### config.mk
export PLATFORM = sky130hd
export DESIGN_NAME = rng_keyed_top
export DESIGN_NICKNAME = d
export VERILOG_FILES = /design/src/rtl/rng_pkg.sv /design/src/rtl/rng_dpath.sv /design/src/rtl/rng_ctrl.sv /design/src/rtl/rng_keyed_top.sv
export SDC_FILE = /design/constraint.sdc
export NUM_CORES = 1
export LEC_CHECK = 0
export ABC_AREA = 1
export BUFFER_PORTS_ARGS = -buffer_cell sky130_fd_sc_hd__buf_2
export CORE_ASPECT_RATIO = 0.8
export CORE_MARGIN = 3
export CORE_UTILIZATION = 43
export DETAILED_ROUTE_END_ITERATION = 16
export GPL_ROUTABILITY_DRIVEN = 0
export MAX_ROUTING_LAYER = met4
export PLACE_DENSITY_LB_ADDON = 0.12
export SYNTH_ARGS = -nofsm -noshare
export SYNTH_HDL_FRONTEND = slang
export SYNTH_SLANG_ARGS = --single-unit
### constraint.sdc
create_clock -name clk -period 1.8 [get_ports clk]
set_clock_uncertainty 0.05 [all_clocks]
set_input_delay 0.36 -clock clk [delete_from_list [all_inputs] [get_ports clk]]
set_output_delay 0.36 -clock clk [all_outputs]
set_load 0.03 [all_outputs]
### src/rtl/rng_pkg.sv
package rng_pkg;
  localparam int BUS_W     = 32;
  localparam int KEY_W     = 24;
  localparam logic [KEY_W-1:0] UNLOCK_KEY = 24'h524E47;

  localparam int OFF_CTRL  = 'h00;
  localparam int OFF_MODE  = 'h04;
  localparam int OFF_IEN   = 'h10;
  localparam int OFF_STAT  = 'h1C;
  localparam int OFF_DATA  = 'h50;

  // Levels handed from the register control to the generation datapath
  typedef struct packed {
    logic run;
    logic halfRate;
  } ctrlStb_t;
endpackage

### src/rtl/rng_dpath.sv
module rng_dpath
  import rng_pkg::*;
#(
  parameter int DATA_W      = 32,
  parameter int FULL_PERIOD = 84,
  parameter int HALF_PERIOD = 168
) (
  input  logic              clk,
  input  logic              rst,
  input  ctrlStb_t          stb,
  input  logic [DATA_W-1:0] entropyIn,
  output logic              loadStb,
  output logic [DATA_W-1:0] dataQ
);
  localparam int MAX_PERIOD = (HALF_PERIOD > FULL_PERIOD) ? HALF_PERIOD : FULL_PERIOD;
  localparam int CNT_W      = $clog2(MAX_PERIOD + 1);
  localparam logic [CNT_W-1:0] FULL_LAST = CNT_W'(FULL_PERIOD - 1);
  localparam logic [CNT_W-1:0] HALF_LAST = CNT_W'(HALF_PERIOD - 1);

  logic [CNT_W-1:0] periodCnt;
  logic [CNT_W-1:0] lastCount;

  assign lastCount = stb.halfRate ? HALF_LAST : FULL_LAST;
  // >= so that a mode change mid-period cannot strand the counter past its limit
  assign loadStb   = stb.run && (periodCnt >= lastCount);

  always_ff @(posedge clk) begin
    if (rst) begin
      periodCnt <= '0;
    end else if (!stb.run || loadStb) begin
      periodCnt <= '0;
    end else begin
      periodCnt <= periodCnt + 1'b1;
    end
  end

  always_ff @(posedge clk) begin
    if (rst) begin
      dataQ <= '0;
    end else if (loadStb) begin
      dataQ <= entropyIn;
    end
  end


  idle_hold_chk: assert property (@(posedge clk) disable iff (rst)
    !stb.run |=> (periodCnt == '0));


  cnt_bound_chk: assert property (@(posedge clk) disable iff (rst)
    periodCnt < CNT_W'(MAX_PERIOD));


  data_hold_chk: assert property (@(posedge clk) disable iff (rst)
    !loadStb |=> $stable(dataQ));
endmodule

### src/rtl/rng_ctrl.sv
module rng_ctrl
  import rng_pkg::*;
#(
  parameter int ADDR_W = 8,
  parameter int DATA_W = 32
) (
  input  logic              clk,
  input  logic              rst,
  input  logic [ADDR_W-1:0] busAddr,
  input  logic              busWe,
  input  logic              busRe,
  input  logic [DATA_W-1:0] busWdata,
  output logic [DATA_W-1:0] busRdata,
  input  logic              loadStb,
  input  logic [DATA_W-1:0] dataQ,
  output ctrlStb_t          stb,
  output logic              irqOut
);
  logic runQ;
  logic halfQ;
  logic ienQ;
  logic flagQ;

  logic hitCtrl, hitMode, hitIen, hitStat, hitData;
  logic keyOk;
  logic statRead;

  assign hitCtrl  = (busAddr == ADDR_W'(OFF_CTRL));
  assign hitMode  = (busAddr == ADDR_W'(OFF_MODE));
  assign hitIen   = (busAddr == ADDR_W'(OFF_IEN));
  assign hitStat  = (busAddr == ADDR_W'(OFF_STAT));
  assign hitData  = (busAddr == ADDR_W'(OFF_DATA));
  assign keyOk    = (busWdata[DATA_W-1 -: KEY_W] == UNLOCK_KEY);
  assign statRead = busRe && hitStat;

  always_ff @(posedge clk) begin
    if (rst) begin
      runQ  <= 1'b0;
      halfQ <= 1'b0;
      ienQ  <= 1'b0;
    end else if (busWe) begin
      if (hitCtrl && keyOk) runQ  <= busWdata[0];
      if (hitMode)          halfQ <= busWdata[0];
      if (hitIen)           ienQ  <= busWdata[0];
    end
  end

  // A load wins over a coincident status read: that word has not been seen yet
  always_ff @(posedge clk) begin
    if (rst) begin
      flagQ <= 1'b0;
    end else if (loadStb) begin
      flagQ <= 1'b1;
    end else if (statRead) begin
      flagQ <= 1'b0;
    end
  end

  always_comb begin
    busRdata = '0;
    if (busRe) begin
      if (hitCtrl) busRdata[0] = runQ;
      if (hitMode) busRdata[0] = halfQ;
      if (hitIen)  busRdata[0] = ienQ;
      if (hitStat) busRdata[0] = flagQ;
      if (hitData) busRdata    = dataQ;
    end
  end

  assign stb.run      = runQ;
  assign stb.halfRate = halfQ;
  assign irqOut       = flagQ & ienQ;


  bad_key_chk: assert property (@(posedge clk) disable iff (rst)
    (busWe && hitCtrl && !keyOk) |=> $stable(runQ));


  flag_source_chk: assert property (@(posedge clk) disable iff (rst)
    (!flagQ && !loadStb) |=> !flagQ);


  read_clear_chk: assert property (@(posedge clk) disable iff (rst)
    (statRead && !loadStb) |=> !flagQ);


  data_read_keep_chk: assert property (@(posedge clk) disable iff (rst)
    (busRe && hitData && flagQ) |=> flagQ);
endmodule

### src/rtl/rng_keyed_top.sv
module rng_keyed_top
  import rng_pkg::*;
#(
  parameter int ADDR_W      = 8,
  parameter int FULL_PERIOD = 84,
  parameter int HALF_PERIOD = 168
) (
  input  logic              clk,
  input  logic              rst,
  input  logic [ADDR_W-1:0] busAddr,
  input  logic              busWe,
  input  logic              busRe,
  input  logic [BUS_W-1:0]  busWdata,
  output logic [BUS_W-1:0]  busRdata,
  input  logic [BUS_W-1:0]  entropyIn,
  output logic              irqOut
);
  ctrlStb_t         stb;
  logic             loadStb;
  logic [BUS_W-1:0] dataQ;

  rng_ctrl #(.ADDR_W(ADDR_W), .DATA_W(BUS_W)) u_ctrl (
    .clk(clk), .rst(rst),
    .busAddr(busAddr), .busWe(busWe), .busRe(busRe),
    .busWdata(busWdata), .busRdata(busRdata),
    .loadStb(loadStb), .dataQ(dataQ),
    .stb(stb), .irqOut(irqOut)
  );

  rng_dpath #(.DATA_W(BUS_W), .FULL_PERIOD(FULL_PERIOD), .HALF_PERIOD(HALF_PERIOD)) u_dpath (
    .clk(clk), .rst(rst), .stb(stb),
    .entropyIn(entropyIn), .loadStb(loadStb), .dataQ(dataQ)
  );
endmodule

==> results of run 1 <==
==> logic make-up (layout without fill, tap and decap cells) <==
kind of cell / after synthesis / in the layout / share of synthesized area
fa+ha+maj: 6 / 6 / 0.0300
flops: 44 / 44 / 0.352
simple gates: 237 / 238 / 0.420
xor+xnor: 6 / 6 / 0.0210
compound gates: 43 / 43 / 0.0880
buf+inv: 51 / 161 / 0.0890
==> sequential cells by signal, summed over array words and instances (netlist names) <==
signal,count
u_ctrl.flagQ,1
u_ctrl.halfQ,1
u_ctrl.ienQ,1
u_ctrl.runQ,1
u_dpath.dataQ,32
u_dpath.periodCnt,8
==> power by group through the flow <==
stage / Sequential, mW / Combinational (mW) / Clock [mW]
after floorplan: 0.995 / 0.0697 / 0
after global placement: 0.995 / 0.170 / 0
after detailed placement: 0.995 / 0.171 / 0
after CTS: 0.972 / 0.173 / 0.670
after global routing: 0.973 / 0.197 / 0.698
final: 0.972 / 0.178 / 0.653
==> worst register-to-register path: cells and delay by family (launching register included) <==
kind / cells / cell delay [ns]
fa+ha+maj: 1 / 0.25
compound gates: 1 / 0.08
flops: 1 / 0.35
buf+inv: 3 / 0.42
simple gates: 6 / 0.53
==> through the flow <==
step	util	hold WS [ns]	TNS [ns]	instance area, sq um	std cells
final	0.679	0.205	0	3750	576
after global routing	0.679	0.198	-0.419	3750	576
after CTS	0.594	0.201	0	3280	565
after detailed placement	0.572	0.389	-0.0978	3160	557
after global placement	0.572	0.380	-0.0283	3160	557
after floorplan	-	0.368	0	2500	387
==> per-layer routing <==
metal / wire length (um) / part of all wire
met1: 3310 / 0.45
met2: 3570 / 0.49
met3: 369 / 0.050
met4: 93 / 0.013
met5: 0 / 0
==> how the worst max path moves through the flow <==
stage	slack [ns]	cells after the start	startpoint	end
6_report	0.009	11	u_ctrl.halfQ	u_dpath.dataQ[1]
5_1_grt	-0.06	11	u_ctrl.halfQ	u_dpath.dataQ[1]
4_1_cts	0.02	9	busAddr[5]	busRdata[0]
3_5_place_dp	-0.03	8	busAddr[3]	busRdata[20]
3_3_place_gp	-0.01	8	busAddr[3]	busRdata[16]
2_1_floorplan	0.05	6	busAddr[3]	busRdata[10]
==> final cells by class <==
class,instances,share of cell area
clock inverters,1,0.00200
clock buffers,7,0.0230
multi-input cells,293,0.432
well taps,78,0.0260
inverters,26,0.0267
repair buffers,127,0.254
flip-flops and latches,44,0.236
==> layout by cell type, fill, tap and decap left out, types with 9 or more instances in the layout <==
master     n
nor2_1    77
nor2_2    14
dfxtp_1   41
nand2_1   88
buf_4     35
buf_2     73
a21oi_1   34
nand3_1    9
nand3b_1  33
inv_1     21
==> timing repair <==
item,in CTS,in global routing
gates cloned,0,10
pin swaps,0,15
endpoints found under the setup margin,9,50
gates resized for setup,11,94
hold buffers,0,0
buffers inserted,0,1
==> reports/results.tsv, run 1 <==
stage	metric	value	unit
drt	Remaining DRCs	0	
synthesis	Cells after Synth	387	
critical_path	CP max stage cell	dfxtp_2	
die	Die Height	74.3	um
synthesis	synthesis warning total	0	
sta	fin worst setup slack	0.00944	ns
synthesis	most numerous cell in the Yosys netlist	nand2_1	
critical_path	RR Endpoint	u_dpath.dataQ[1]	
die	Core ar.	5530	sq um
cts	clk_lat worst skew	0.29	ns
final_layout	ANT cells	0	
worst_hold_path	Hold Path Origin	rst	
synthesis	area leader, netlist	dfxtp_1	
synthesis	synth cell count leaders	95 x nand2_1, 93 x nor2_1, 44 x dfxtp_1	
drt	Routed WL	7350	um
drt	Final ANT Viol Nets	0	
die	I/O pin cnt	109	
global_route	largest net degree at the start of global routing	68	
sta	relative slew slack	0.537	
drt	wire per inst	12.8	um
sta	# setup viols final	0	
cts	TritonCTS clock tree	done	
drt	Vias	2770	
cts	Clock Tree Root	clkbuf_8	
critical_path	worst-path maximum fanout	7	
synthesis	post-synth net total	469	
drt	Initial DRC Count	89	
pwr	Leakage Power	1.64	nW
critical_path	Critical Path Start Type	flop	
die	Die ar.	6780	sq um
cts	Worst-path clk slew	0.08	ns
run	max_cap viols	0	
synthesis	area share of the largest cell type after synthesis	0.352	
status	status	complete, no violations	
die	# rows	24	
critical_path	Largest stage delay, worst path	0.35	ns
pwr	Peak VDD IR	0.413	mV
critical_path	FF-to-FF path depth	11	
final_layout	nets	579	
critical_path	Worst Setup End Kind	flop	
sta	Period minus WS final	1.79	ns
sta	Slew @ Worst Pin	0.694	ns
pwr	Power Density	481	nW/um^2
synthesis	synth unique cells	25	
global_route	met2 Use GR	0.308	
global_route	vias in the first global route	2309	
pwr	internal power	1.38	mW
synthesis	number of flops mapped to enable cells by yosys	0	
cts	number of buffers created by CTS	5	
cts	H-tree depth	2	
synthesis	Seq/Total Area, Yosys	0.352	
cts	clk buf depth	2	
critical_path	Buf/Inv on CP	3	
pwr	power share of the clock group	0.362	
pwr	sequential share of power	0.539	
synthesis	ranking of synthesized cells by area	dfxtp_1 35%, nand2_1 14%, nor2_1 14%	
sta	final hold violation count	0	
pwr	Sw Share	0.234	
sta	Tcrit/Tclk final	0.995	
placement	Place WS	-0.0280	ns
critical_path	Req. time, crit path	1.94	ns
cts	clk sinks	44	
pwr	Pwr Total	1.80	mW
critical_path	R2R setup slack	0.009	ns
global_route	met3 GRT Util	0.0364	
synthesis	Syn Area/Cell	6.47	sq um
die	Die X-Extent	91.3	um
worst_hold_path	Hold/Removal Path Class	in2reg	
critical_path	CP Cell Sequence	buf_6, ha_4, nand2_2, nor2_4, o21ai_4, buf_6, nand3_4, clkbuf_16, nand3b_1, nand2_1, nor2_1	
global_route	initial antenna violation count	0	
sta	Final Slew Violations	0	
critical_path	kind of critical path	reg2reg	
pwr	Psw	0.421	mW
synthesis	Synth Flop Type	dfxtp_1	
critical_path	worst r2r src	u_ctrl.halfQ	
global_route	first-pass GRT wire length	9770	um
critical_path	Top delay family on crit path	simple AND/OR/NAND/NOR gates	
synthesis	Seq cells post-synth	44	
drt	drt via density	4.81	
final_layout	FF+latch area	885	sq um
global_route	total gr overflow	0	
worst_hold_path	Hold EP	u_ctrl.flagQ	
worst_hold_path	Hold Crit Depth	2	
sta	Fmax	0.558	GHz
die	initial core utilization	0.453	
synthesis	Post-Syn Area	2500	sq um
global_route	GR Util met1	0.216	
final_layout	Filler cells	515	
placement	PortBufs	101	
final_layout	layout cells sized above 1	0.363	
critical_path	worst path arrival time	1.93	ns
global_route	Total Routing Usage GR	0.179	
final_layout	Layout area overhead	49.8	%
pwr	Comb pwr share	0.099	
placement	HPWL Detailed	4340	um
synthesis	Synth async-reset ratio	0	
global_route	most used routing layer	met2	
sta	RSZ-0062 raised after global routing	true	
drt	Initial DRT Pass Iterations	4	
final_layout	area of the multi-input gates	1620	sq um
critical_path	Top cell by count, worst path	buf_6	
No activity file was read; power rests on OpenSTA's default activity.
==> inputs of run 2 (changes only) <==
CORE_UTILIZATION = 44   (was 43)
REMOVE_ABC_BUFFERS = 1   (was not set)
SYNTH_HIERARCHICAL = 1   (was not set)
==> run 2 against run 1 <==
  * Total power shrank 1.1%
  * Utilization fell by 3.6 points
  * Routed wire length is 6.6% lower
  * Combinational power down 7%
  * Final cell count grew 5.6%
  * Design area fell by 2.7%
  * First-iteration DRC count up 27%
  * Via count decreased by 0.22%
  * Die area grew 5.0%
  * Largest cell class unchanged
  * Largest power group unchanged
==> reports/results.tsv, run 2 <==
stage	metric	value	unit
status	status	complete, no violations	
critical_path	Req. time, crit path	1.39	ns
cts	clk sinks	44	
die	# rows	24	
global_route	vias in the first global route	2480	
cts	Clock Tree Root	clkbuf_8	
pwr	Power Density	489	nW/um^2
critical_path	Critical Path Start Type	input pin	
cts	cts hold-fix bufs	0	
sta	Final Slew Violations	0	
die	I/O pin cnt	109	
sta	fin worst setup slack	0.0422	ns
final_layout	area of the multi-input gates	1410	sq um
global_route	Total Routing Usage GR	0.176	
drt	Initial DRC Count	113	
sta	final hold violation count	0	
critical_path	FF-to-FF path depth	10	
critical_path	Top delay family on crit path	simple AND/OR/NAND/NOR gates	
synthesis	synth unique cells	28	
final_layout	Largest register FFs	32	
final_layout	Layout area overhead	35.1	%
sta	relative slew slack	0.814	
cts	number of buffers created by CTS	5	
synthesis	Synth async-reset ratio	0	
cts	TritonCTS clock tree	done	
sta	Tcrit/Tclk final	0.977	
final_layout	ANT cells	0	
synthesis	Post-Syn Area	2700	sq um
critical_path	Critical path origin	busAddr[6]	
worst_hold_path	Hold Path Origin	rst	
synthesis	Syn Area/Cell	6.37	sq um
global_route	first-pass GRT wire length	10300	um
synthesis	synthesis warning total	6	
final_layout	Biggest register	u_dpath/dataQ	
run	max_cap viols	0	
cts	Worst-path clk slew	0.08	ns
pwr	Comb pwr share	0.093	
critical_path	Largest stage delay, worst path	0.19	ns
synthesis	Seq cells post-synth	44	
critical_path	Worst Setup End Kind	primary output	
sta	Period minus WS final	1.76	ns
pwr	Peak VDD IR	0.294	mV
cts	clk buf depth	2	
synthesis	Seq/Total Area, Yosys	0.326	
pwr	Leakage Power	1.71	nW
final_layout	most frequent cells in the layout	89 x inv_1, 71 x buf_2, 68 x nor2_1, 61 x nand2_1, 42 x dfxtp_1	
final_layout	nets	611	
critical_path	worst-path maximum fanout	3	
cts	clk_lat worst skew	0.30	ns
drt	Final ANT Viol Nets	0	
final_layout	layout cells sized above 1	0.332	
critical_path	R2R setup slack	0.05	ns
synthesis	area leader, netlist	dfxtp_1	
synthesis	synth cell count leaders	90 x inv_1, 71 x nor2_1, 64 x nand2_1	
die	Die Height	76.1	um
final_layout	Post-Route Utilization	0.643	
sta	# setup viols final	0	
critical_path	Buf/Inv on CP	3	
final_layout	Filler cells	546	
critical_path	Top cell by count, worst path	nand2_1	
die	Die X-Extent	93.6	um
critical_path	RR Endpoint	u_dpath/periodCnt[2]	
pwr	power share of the clock group	0.362	
worst_hold_path	Hold/Removal Path Class	in2reg	
pwr	Sw Share	0.234	
die	Die ar.	7120	sq um
sta	RSZ-0062 raised after global routing	true	
final_layout	FF+latch area	886	sq um
die	Core ar.	5680	sq um
critical_path	CP Cell Sequence	buf_2, inv_2, nand2_1, nor2_2, nand2_2, or2_0, nand2_1, a21oi_2, buf_4	
sta	Fmax	0.569	GHz
pwr	Psw	0.417	mW
drt	Routed WL	6860	um
critical_path	Worst path depth	9	
synthesis	number of flops mapped to enable cells by yosys	0	
global_route	initial antenna violation count	0	
drt	Remaining DRCs	0	
drt	wire per inst	11.3	um
placement	Place WS	0.0117	ns
drt	drt via density	4.55	
drt	Vias	2764	
drt	Initial DRT Pass Iterations	4	
final_layout	Largest regs	u_dpath/dataQ: 32 flops, u_dpath/periodCnt: 8 flops	
placement	HPWL Detailed	4390	um
global_route	largest net degree at the start of global routing	67	
critical_path	Critical Path End	busRdata[0]	
global_route	total gr overflow	0	
synthesis	most numerous cell in the Yosys netlist	inv_1	
synthesis	area share of the largest cell type after synthesis	0.326	
cts	H-tree depth	2	
placement	PortBufs	101	
critical_path	worst r2r src	u_ctrl/halfQ	
critical_path	worst path arrival time	1.35	ns
pwr	sequential share of power	0.545	
synthesis	Cells after Synth	424	
critical_path	CP max stage cell	or2_0	
die	initial core utilization	0.476	
pwr	internal power	1.37	mW
synthesis	ranking of synthesized cells by area	dfxtp_1 33%, inv_1 13%, nor2_1 9.9%	
critical_path	kind of critical path	in2out	
sta	Slew @ Worst Pin	0.279	ns
synthesis	Synth Flop Type	dfxtp_1	
final_layout	commonest non-fill, non-tap cell in the layout	inv_1	
[run 2: worst min-delay path by stage]
stage	to	cells after the start
finish	u_ctrl/flagQ	2
global route	u_ctrl/flagQ	2
CTS	u_ctrl/flagQ	2
detailed placement	u_dpath/periodCnt[0]	1
global placement	u_dpath/periodCnt[0]	1
floorplan	u_dpath/periodCnt[0]	1
[run 2: cell type report]
cell class,count,area share
Inverter,93,0.0971
Multi-Input combinational cell,265,0.386
Clock buffer,7,0.0237
Timing Repair Buffer,120,0.221
Clock inverter,1,0.00206
Sequential cell,44,0.243
Tap cell,78,0.0268
[run 2: layer usage]
metal | track usage | up-vias | share of wire
met3 | 0.0375 | 7 | 0.054
met2 | 0.303 | 72 | 0.49
li1 | - | 1478 | -
met5 | - | - | 0
met4 | 0.0462 | 0 | 0.0092
met1 | 0.209 | 1207 | 0.45
[run 2: power by group through the flow]
stage               clock network, mW  logic, mW  registers (mW)
floorplan                           0     0.0680           0.995
global placement                    0      0.160           0.995
detailed placement                  0      0.163           0.995
CTS                             0.669      0.163           0.972
global route                    0.704      0.188           0.971
finish                          0.646      0.166           0.971
[run 2: repair_timing]
| item | CTS | global route |
|---|---|---|
| setup buffers | 0 | 3 |
| endpoints found under the setup margin | 0 | 68 |
| gates resized for setup | 0 | 78 |
[run 2: worst register-to-register path, cell delays in order, from the launching register on]
cell and delay, ns:
dfxtp_4 0.37, buf_6 0.13, ha_4 0.23, nand2_2 0.07, inv_1 0.05, nand2_2 0.10
nand3_4 0.15, buf_6 0.18, nor2_4 0.12, nand2_4 0.13, nor2_2 0.12
[run 2: through the flow]
stage               instance area (sq um)  TNS [ns]  cells  hold slack (ns)  power, mW
floorplan                            2540    -17.68    402            0.378       1.06
global placement                     3280         0    594            0.390       1.16
detailed placement                   3280         0    594            0.393       1.16
CTS                                  3370         0    602            0.191       1.80
global route                         3650    -0.388    608            0.207       1.86
finish                               3650         0    608            0.200       1.78
[run 2: cells by family after synthesis]
logic type,share of synthesized area
simple gates,0.361
buf+inv,0.190
flops,0.326
compound gates,0.0783
fa+ha+maj,0.0278
xor+xnor,0.0162
==> inputs of run 3 (changes only) <==
clock period = 1.4 ns   (was 1.8 ns; I/O delays follow)
==> run 3 against run 2 <==
  * Non-clock buffer count is 30 higher
  * Global-route usage is 10 points higher
  * The run now ends with setup timing left
  * Clock power is 37% higher
  * Sequential share of layout area is 6.0 points lower
  * Count of clock-buffer cells in the layout stayed put
==> reports/results.tsv, run 3 (synthesis results as in run 2) <==
stage	metric	value	unit
status	status	finished, violations left	
status	failing checks	setup timing	
sta	fin worst setup slack	-0.426	ns
drt	drt via density	5.18	
cts	clk sinks	44	
drt	Routed WL	10800	um
sta	Period minus WS final	1.83	ns
worst_hold_path	Hold/Removal Path Class	in2reg	
critical_path	Critical Path Start Type	flop	
sta	RSZ-0062 raised after global routing	true	
placement	PortBufs	101	
final_layout	Largest regs	u_dpath/dataQ: 32 flops, u_dpath/periodCnt: 8 flops	
critical_path	worst path arrival time	2.00	ns
global_route	first-pass GRT wire length	15600	um
sta	relative slew slack	0.783	
final_layout	Largest register FFs	32	
sta	Slew @ Worst Pin	0.322	ns
final_layout	most frequent cells in the layout	88 x inv_1, 63 x buf_2, 51 x nand2_1, 44 x nor2_1, 43 x buf_6	
final_layout	ANT cells	0	
sta	Tcrit/Tclk final	1.30	
die	I/O pin cnt	109	
global_route	vias in the first global route	3302	
sta	Fmax	0.548	GHz
sta	# setup viols final	73	
cts	number of buffers created by CTS	5	
critical_path	Largest stage delay, worst path	0.37	ns
global_route	GR Util met1	0.310	
drt	Remaining DRCs	0	
placement	Place WS	-0.333	ns
global_route	met3 GRT Util	0.0464	
pwr	Peak VDD IR	0.392	mV
critical_path	kind of critical path	reg2reg	
cts	H-tree depth	2	
global_route	initial antenna violation count	0	
global_route	most used routing layer	met2	
final_layout	Layout Cells excl Fill	638	
final_layout	commonest non-fill, non-tap cell in the layout	inv_1	
cts	clk_lat worst skew	0.30	ns
critical_path	Top delay family on crit path	simple AND/OR/NAND/NOR gates	
pwr	Leakage Power	2.09	nW
critical_path	CP max stage cell	dfxtp_4	
critical_path	Req. time, crit path	1.57	ns
critical_path	Worst Setup End Kind	flop	
cts	clk buf depth	2	
cts	TritonCTS clock tree	done	
die	initial core utilization	0.476	
run	max_cap viols	0	
final_layout	Post-Route Utilization	0.855	
global_route	met2 Use GR	0.498	
global_route	Total Routing Usage GR	0.279	
drt	wire per inst	17.0	um
cts	Clock Tree Root	clkbuf_8	
sta	Setup TNS Final	-22.09	ns
die	Die X-Extent	93.6	um
final_layout	Layout area overhead	79.7	%
drt	Vias	3306	
drt	Initial DRT Pass Iterations	5	
sta	Final Slew Violations	0	
die	Die Height	76.1	um
drt	Initial DRC Count	234	
drt	Final ANT Viol Nets	0	
final_layout	layout cells sized above 1	0.516	
pwr	Power Density	498	nW/um^2
sta	final hold violation count	0	
placement	HPWL Detailed	4620	um
critical_path	worst-path maximum fanout	7	
cts	cts hold-fix bufs	0	
critical_path	Buf/Inv on CP	3	
cts	Worst-path clk slew	0.10	ns
critical_path	Top cell by count, worst path	nand2_4	
final_layout	nets	641	
critical_path	CP Cell Sequence	buf_6, ha_4, nand2_4, nor2_4, nand2_4, nand3_4, buf_12, clkbuf_16, nand3_1, nand2_1, nor2_1	
global_route	total gr overflow	0	
die	# rows	24	
final_layout	Biggest register	u_dpath/dataQ	
die	Core ar.	5680	sq um
global_route	largest net degree at the start of global routing	48	
die	Die ar.	7120	sq um
placement	Placed Cells	604	
run 3: changes by cell type in the layout (fill, tap and decap cells not counted), moves of 10 or more:
cell	previous run	this run
buf_16	0	10
nand3_2	0	22
a21oi_2	2	23
nor2_4	3	35
nor2_1	68	44
buf_4	36	21
a21oi_1	36	12
buf_6	3	43
nand2_1	61	51
nand3_1	39	17
run 3: path summary, 6_finish.rpt:
kind              slack [ns]              start  depth (start not counted)                end
setup reg to reg       -0.43       u_ctrl/halfQ                         11   u_dpath/dataQ[1]
hold / removal          0.14                rst                          2       u_ctrl/flagQ
setup / recovery       -0.43       u_ctrl/halfQ                         11   u_dpath/dataQ[1]
hold reg to reg         0.44  u_dpath/dataQ[19]                          2  u_dpath/dataQ[19]
run 3: power breakdown:
part           internal [mW]  switching [mW]  total [mW]
Clock                  0.402           0.485       0.888
Sequential              1.25        0.000195        1.25
Combinational          0.135           0.147       0.282
run 3: final cells by class:
| type | instances | area (sq um) |
|---|---|---|
| Multi-Input combinational cell | 265 | 1920 |
| Timing Repair Buffer | 150 | 1500 |
| Sequential cell | 44 | 886 |
| Fill cell | 282 | 822 |
| Inverter | 93 | 357 |
| Tap cell | 78 | 97.6 |
| Clock buffer | 7 | 86.3 |
| Clock inverter | 1 | 7.51 |
run 3: layer usage:
metal	up-vias	routed length, um	share of wire
li1	1546	-	-
met1	1543	4200	0.39
met2	171	5590	0.52
met3	46	674	0.062
met4	0	383	0.035
met5	-	0	0
run 3: repair_timing:
item                                    in CTS  in global routing
pin swaps                                   20                 29
gates cloned                                10                  2
endpoints found under the hold margin        0                  0
buffers inserted                            14                  3
endpoints found under the setup margin      73                 73
gates resized for setup                    197                 41
run 3: metrics by stage:
| step | total power [mW] | hold WS [ns] | instance area (sq um) |
|---|---|---|---|
| after floorplan | 1.37 | 0.302 | 2540 |
| after global placement | 1.49 | 0.410 | 3380 |
| after detailed placement | 1.50 | 0.418 | 3380 |
| after CTS | 2.35 | 0.119 | 4640 |
| after global routing | 2.48 | 0.156 | 4850 |
| final | 2.42 | 0.144 | 4850 |
